**src/rtl/sfp_pkg.sv**
```systemverilog
package sfp_pkg;
  // Decoded bus operation for one cycle.
  typedef enum logic [1:0] {
    ACC_NONE   = 2'd0,
    ACC_DIR_WR = 2'd1,
    ACC_DRV_WR = 2'd2,
    ACC_READ   = 2'd3
  } acc_e;

  // Merge new bits into a register under a per-bit mask.
  function automatic logic [63:0] mask_merge(input logic [63:0] old_v,
                                             input logic [63:0] new_v,
                                             input logic [63:0] mask);
    return (old_v & ~mask) | (new_v & mask);
  endfunction
endpackage

```
**src/rtl/sfp_rst_sync.sv**
```systemverilog
// Asynchronous assertion, synchronous release of the active-low reset.
module sfp_rst_sync #(
  parameter int STAGES = 2
) (
  input  logic clk,
  input  logic rst_n,
  output logic rst_sync_n
);
  logic [STAGES-1:0] shf_q;
  logic [STAGES-1:0] shf_d;

  always_comb begin
    shf_d = {shf_q[STAGES-2:0], 1'b1};
  end

  always_ff @(posedge clk or negedge rst_n) begin
    if (!rst_n) shf_q <= '0;
    else        shf_q <= shf_d;
  end

  assign rst_sync_n = shf_q[STAGES-1];
endmodule

```
**src/rtl/sfp_sync_bank.sv**
```systemverilog
// Per-pin synchronizer chain; the final stage is the input sample register.
module sfp_sync_bank #(
  parameter int NPIN   = 8,
  parameter int STAGES = 2
) (
  input  logic            clk,
  input  logic            rst_n,
  input  logic [NPIN-1:0] pin_in,
  output logic [NPIN-1:0] sample_q
);
  for (genvar i = 0; i < NPIN; i++) begin : g_pin
    logic [STAGES-1:0] chain_q;
    logic [STAGES-1:0] chain_d;

    always_comb begin
      chain_d = {chain_q[STAGES-2:0], pin_in[i]};
    end

    always_ff @(posedge clk or negedge rst_n) begin
      if (!rst_n) chain_q <= '0;
      else        chain_q <= chain_d;
    end

    assign sample_q[i] = chain_q[STAGES-1];
  end
endmodule

```
**src/rtl/sfp_ctrl_regs.sv**
```systemverilog
// Direction and drive registers with steered, masked updates.
module sfp_ctrl_regs
  import sfp_pkg::*;
#(
  parameter int NPIN = 8
) (
  input  logic            clk,
  input  logic            rst_n,
  input  acc_e            acc_op,
  input  logic [NPIN-1:0] wbits,
  output logic [NPIN-1:0] dir_q,
  output logic [NPIN-1:0] drv_q
);
  logic [NPIN-1:0] dir_d;
  logic [NPIN-1:0] drv_d;
  logic            dir_ce;
  logic            drv_ce;
  logic [63:0]     merged;

  always_comb begin
    dir_ce = (acc_op == ACC_DIR_WR);
    drv_ce = (acc_op == ACC_DRV_WR);
    merged = mask_merge(64'(drv_q), 64'(wbits), 64'(dir_q));
    dir_d  = dir_ce ? wbits : dir_q;
    drv_d  = drv_ce ? merged[NPIN-1:0] : drv_q;
  end

  always_ff @(posedge clk or negedge rst_n) begin
    if (!rst_n) begin
      dir_q <= '0;
      drv_q <= '0;
    end else begin
      if (dir_ce) dir_q <= dir_d;
      if (drv_ce) drv_q <= drv_d;
    end
  end

  logic [63:0] unused_merged_hi;
  assign unused_merged_hi = merged;
endmodule

```
**src/rtl/sfp_read_mux.sv**
```systemverilog
// Read data assembly: per-bit status selection plus direction byte.
module sfp_read_mux #(
  parameter int NPIN = 8
) (
  input  logic              rd_en,
  input  logic [NPIN-1:0]   dir_q,
  input  logic [NPIN-1:0]   drv_q,
  input  logic [NPIN-1:0]   sample_q,
  output logic [2*NPIN-1:0] rdata
);
  for (genvar i = 0; i < NPIN; i++) begin : g_bit
    always_comb begin
      rdata[i]        = rd_en & (dir_q[i] ? drv_q[i] : sample_q[i]);
      rdata[NPIN + i] = rd_en & dir_q[i];
    end
  end
endmodule

```
**src/rtl/sfp_port.sv**
```systemverilog
module sfp_port
  import sfp_pkg::*;
#(
  parameter int NPIN        = 8,
  parameter int ADDR_W      = 2,
  parameter int SYNC_STAGES = 2,
  parameter int RST_STAGES  = 2
) (
  input  logic              clk,
  input  logic              rst_n,
  input  logic              acc_en_n,
  input  logic [ADDR_W-1:0] acc_addr,
  input  logic              acc_write,
  input  logic [2*NPIN-1:0] acc_wdata,
  output logic [2*NPIN-1:0] acc_rdata,
  input  logic [NPIN-1:0]   pin_in,
  output logic [NPIN-1:0]   pin_oe,
  output logic [NPIN-1:0]   pin_out
);
  localparam int DATA_W  = 2 * NPIN;
  localparam int STEER_B = NPIN;

  logic            rst_sync_n;
  logic            sel;
  acc_e            acc_op;
  logic [NPIN-1:0] dir_q;
  logic [NPIN-1:0] drv_q;
  logic [NPIN-1:0] sample_q;

  sfp_rst_sync #(.STAGES(RST_STAGES)) u_rst (
    .clk        (clk),
    .rst_n      (rst_n),
    .rst_sync_n (rst_sync_n)
  );

  always_comb begin
    sel = !acc_en_n && (acc_addr == '0);
    if (!sel)                      acc_op = ACC_NONE;
    else if (!acc_write)           acc_op = ACC_READ;
    else if (acc_wdata[STEER_B])   acc_op = ACC_DIR_WR;
    else                           acc_op = ACC_DRV_WR;
  end

  sfp_sync_bank #(.NPIN(NPIN), .STAGES(SYNC_STAGES)) u_sync (
    .clk      (clk),
    .rst_n    (rst_sync_n),
    .pin_in   (pin_in),
    .sample_q (sample_q)
  );

  sfp_ctrl_regs #(.NPIN(NPIN)) u_regs (
    .clk    (clk),
    .rst_n  (rst_sync_n),
    .acc_op (acc_op),
    .wbits  (acc_wdata[NPIN-1:0]),
    .dir_q  (dir_q),
    .drv_q  (drv_q)
  );

  sfp_read_mux #(.NPIN(NPIN)) u_rmux (
    .rd_en    (acc_op == ACC_READ),
    .dir_q    (dir_q),
    .drv_q    (drv_q),
    .sample_q (sample_q),
    .rdata    (acc_rdata)
  );

  assign pin_oe  = dir_q;
  assign pin_out = drv_q;

  logic [DATA_W-1:STEER_B+1] unused_wdata_hi;
  assign unused_wdata_hi = acc_wdata[DATA_W-1:STEER_B+1];
endmodule

```
**config.mk**
```make
export PLATFORM = sky130hd
export DESIGN_NAME = sfp_port
export DESIGN_NICKNAME = d
export VERILOG_FILES = /design/src/rtl/sfp_pkg.sv /design/src/rtl/sfp_rst_sync.sv /design/src/rtl/sfp_sync_bank.sv /design/src/rtl/sfp_ctrl_regs.sv /design/src/rtl/sfp_read_mux.sv /design/src/rtl/sfp_port.sv
export SDC_FILE = /design/constraint.sdc
export NUM_CORES = 1
export LEC_CHECK = 0
export ABC_CLOCK_PERIOD_IN_PS = 1050
export CAP_MARGIN = 20
export CELL_PAD_IN_SITES_DETAIL_PLACEMENT = 0
export CELL_PAD_IN_SITES_GLOBAL_PLACEMENT = 2
export CORE_ASPECT_RATIO = 0.7
export CORE_MARGIN = 3
export CORE_UTILIZATION = 23
export DETAILED_ROUTE_END_ITERATION = 16
export HOLD_SLACK_MARGIN = 0.02
export PLACE_DENSITY = 0.83
export RECOVER_POWER = 25
export SYNTH_ARGS = -nofsm -noshare
export SYNTH_HDL_FRONTEND = slang
export SYNTH_SLANG_ARGS = --single-unit
```
**constraint.sdc**
```tcl
create_clock -name clk -period 1.05 [get_ports clk]
set_clock_uncertainty 0.1 [all_clocks]
set_input_delay 0.1575 -clock clk [delete_from_list [all_inputs] [get_ports clk]]
set_output_delay 0.1575 -clock clk [all_outputs]
set_load 0.005 [all_outputs]
```
# Word-level counts from Yosys, hierarchy flattened
# Index checks and enable logic that the tools add are counted.
# Widths: inputs -> output; s select.
dict set report classes {
  n_eq_ne 3
  mux 11
  n_bitwise 20
  n_reduce_logical 3
}
# operator count
set ops {}
lappend ops {{$and 1x1->1} 16}
lappend ops {{$and 8x8->8} 2}
lappend ops {{$mux 1} 8}
lappend ops {{$not 8->8} 1}
lappend ops {{$or 8x8->8} 1}
lappend ops {{$mux 2} 3}
lappend ops {{$eq 2x2->1 const B} 2}
lappend ops {{$eq 2x1->1 const B} 1}
lappend ops {{$logic_not 2->1} 1}
lappend ops {{$logic_and 1x1->1} 1}
lappend ops {{$logic_not 1->1} 1}
dict set report totals {
  regBits 34
  inputBits 30
  out_inout_bits 32
  elab_cells 48
}

# Logic depth before layout (Yosys ltp)
# Gate-level depths: netlist of the first run.
dict set report depth {
  ltp_word 5
  mapped_depth 4
  mapped_depth_nobuf 3
}

# Hierarchy
# A second synthesis of the first run with hierarchy kept.
dict set report unflattened {
  cells_unflattened 100
  area_unflattened_um2 1468.9
}
# mod instances cells_each area_per_inst_um2
set by_module_without_submodules {}
lappend by_module_without_submodules {sfp_ctrl_regs 1 43 711.9}
lappend by_module_without_submodules {sfp_sync_bank 1 24 460.4}
lappend by_module_without_submodules {sfp_read_mux 1 25 214.0}
lappend by_module_without_submodules {sfp_rst_sync 1 3 53.8}
lappend by_module_without_submodules {sfp_port 1 5 28.8}

# Least setup slack after synthesis of the first run
# Ideal clock, no wire load.
dict set report synth_path {
  kind {input-to-reg}
  startpoint {in acc_addr[1]}
  endpoint {reg (tool-made name)}
  setup_time_ns 0.125
  arrival_time_ns 1.344
  required_ns 0.825
  path_slack_ns -0.518
  stages 4
  path_cell_list {or4b_1 -> buf_6 -> nor3b_2 -> mux2_2}
}
# item line_no
set synth_rtl {}
lappend synth_rtl {{start: declaration} sfp_port.sv:12} ;# input logic [ADDR_W-1:0] acc_addr,

==> results of run 1 <==
layer usage:
| layer | global-route usage (%) | part of all wire, % |
|---|---|---|
| met5 | 0 | 0 |
| met4 | 4.61 | 0.61 |
| met3 | 3.59 | 5.0 |
| met2 | 19.2 | 48 |
| met1 | 15.5 | 46 |
power by group through the flow:
stage | clock network, mW | logic, mW | registers [mW]
2_1_floorplan | 0 | 0.282 | 1.65
3_3_place_gp | 0 | 0.967 | 1.62
3_5_place_dp | 0 | 0.992 | 1.63
4_1_cts | 1.04 | 1.22 | 1.63
5_1_grt | 1.08 | 1.42 | 1.65
6_report | 0.982 | 1.32 | 1.62
per-stage QoR:
| step | cell area [um2] | TNS (ns) |
|---|---|---|
| floorplan | 1410 | -3.81 |
| global placement | 2200 | -32.61 |
| detailed placement | 2200 | -33.38 |
| CTS | 2450 | -9.63 |
| global route | 2570 | -11.68 |
| finish | 2570 | -9.76 |
worst paths after layout:
kind / endpoint / slack, ns / cells past startpoint / start
max reg2reg: flop / -0.28 / 4 / u_regs.dir_q[1]
min in group clk: u_sync.g_pin[4].chain_q[1] / 0.25 / 0 / u_sync.g_pin[4].chain_q[0]
min: u_sync.g_pin[0].chain_q[1] / 0.14 / 1 / u_rst.shf_q[1]
max: flop / -0.40 / 4 / acc_addr[1]
max in group asynchronous: u_rst.shf_q[1] / 0.24 / 2 / rst_n
min reg2reg: u_sync.g_pin[0].chain_q[1] / 0.14 / 1 / u_rst.shf_q[1]
timing repair:
action,4_1_cts,5_1_grt
buffers inserted,13,7
gates resized for setup,193,26
setup endpoints to repair,48,48
hold buffers,1,0
cloned,0,0
pin swaps,9,6
hold endpoints to repair,2,0
cell families after synthesis:
family | Yosys count | share of synthesized area, %
DFF | 34 | 62.8
and+or+nand+nor | 29 | 15.7
muxes | 24 | 19.2
buffers and inverters | 3 | 1.94
other | 1 | 0.277
final cells by class:
class | count | area share, %
sequential | 34 | 33.3
tap | 72 | 3.51
clock inverter | 1 | 0.195
clock buffer | 7 | 3.36
multi-input combinational | 54 | 23.8
timing repair buffer | 96 | 35.8
layout by cell type (no fill, tap or decap):
cell,instances
buf_6,44
dfrtp_1,32
buf_4,16
buf_2,11
mux2_4,10
dlygate4sd3_1,9
clkdlybuf4s50_1,9
mux2i_1,7
nor2_1,7
and2_4,7
mux2_2,6
clkbuf_8,6
nor3b_4,5
nor3b_2,3
buf_8,3
clkbuf_2,3
dfrtp_2,2
nor3_4,1
nand2b_1,1
nor4_4,1
nor2_2,1
and2_1,1
mux2i_2,1
or4b_4,1
nand3_4,1
clkbuf_1,1
clkinv_2,1
dlygate4sd2_1,1
conb_1,1
==> flow_summary.toml, run 1 <==
[finish]
final_nets = 221
stdcell_count = 264
diodes = 0
regArea_um2 = 853
fillers = 508
multi_input_area_um2 = 612
area_growth_pct = 89.6
final_core_util_pct = 47.1
drive_gt1_share_pct = 64.1

[logic_synthesis]
synthTopCellsByArea = "dfrtp_1 63%, mux2_2 13%, nor3b_2 7.4%"
netlist_area_um2 = 1350
ys.flop_type = "dfrtp_1"
synthTopCellsByCount = "34 x dfrtp_1, 16 x mux2_2"
synth_top_area_share_pct = 62.8
synthArstFlopShare_pct = 100
synth_top_area_cell = "dfrtp_1"
ys_seq_area_share_pct = 62.8
ys_types = 14
syn_inst = 91
avgSynthCellArea_um2 = 14.9
yosysWarnings = 0
post-synth-top-count-cell = "dfrtp_1"
synthesis.nets = 121
ys_ff_latch = 34
synth-edff-count = 0

[placed_design]
io_buffers = 54
place_ws_ns = -1.09
dp.final_hpwl_um = 2880
dp_cells = 239
gp_congestion = 0.680

[floorplan]
die_area_um2 = 6860
die_h_um = 70.2
ioPinCount = 62
die_x_um = 97.7
start_util_pct = 24.8
core_um2 = 5450
placementRows = 22

[critical_path]
critPathBufInv = 1
cp.required_ns = 1.12
cp_slowest_cell = "or4b_4"
arrival_ns = 1.52
cp_top_family = "simple AND/OR/NAND/NOR gates"
path_max_fanout = 8
worstPathCellList = "buf_8, or4b_4, nor3b_2, mux2_4"
max_stage_delay_ns = 0.67
start_kind = "input port"
path_class = "input port to flop"
worst_setup_path_end_kind = "flop"

[timing]
fmax_ghz = 0.690
rsz0062_at_grt = "true"
setup_ws_ns = -0.399
setup_viol = 44
final-max-slew-violation-count = 0
fin_crit_ns = 1.45
timing.final.crit_share_pct = 138
hold_viol_final = 0
fin_hold_ws_ns = 0.145

[power_and_ir_drop]
p_sw_share_pct = 24.8
peakVddDrop_mv = 0.783
clockPowerShare_pct = 25.0
p_int_mw = 2.96
power_mw = 3.93
power_frac_comb_pct = 33.7
power_density_nw_per_um2 = 1530
p_leak_nw = 1.22
pwr-share-seq_pct = 41.3
p_sw_mw = 0.973

[status]
violations = "setup timing"
run_status = "finished with violations"

[flow_run]
maxCapViolCount = 0

[cts]
clock_path_buffers = 2
path_clk_slew_ns = 0.07
root_buffer = "clkbuf_8"
cts_num_sinks = 34
clk_latency_ns = 0.29
cts_buffers = 5
cts_tree = "built"
h-tree-depth = 2

[drt]
firstDrtPassIters = 4
drc = 0
ant_nets = 0
num_vias = 1068
totalWireLength_um = 3930
drt_iter0_drc = 16
viasPerCell = 4.05
routedWlPerCell_um = 14.9

[grt]
grtUsageTotal_pct = 12.1
grt-ovfl-total = 0
grt_pass1_vias = 1267
grt_pass1_wl_um = 6330
grt_max_degree = 21
grt_antenna_before_repair = 0

[hold_path]
hold_class = "flop to async pin"
(Power assumes the default switching activity.)
==> run 2, diff against run 1 <==
--- a/config.mk
+++ b/config.mk
@@ -6,7 +6,7 @@
 export NUM_CORES = 1
 export LEC_CHECK = 0
 export ABC_CLOCK_PERIOD_IN_PS = 1050
-export CAP_MARGIN = 20
+export CAP_MARGIN = 25
 export CELL_PAD_IN_SITES_DETAIL_PLACEMENT = 0
 export CELL_PAD_IN_SITES_GLOBAL_PLACEMENT = 2
 export CORE_ASPECT_RATIO = 0.7
==> results of run 2 <==
Final layout, timing and power as in run 1 (identical DEF).
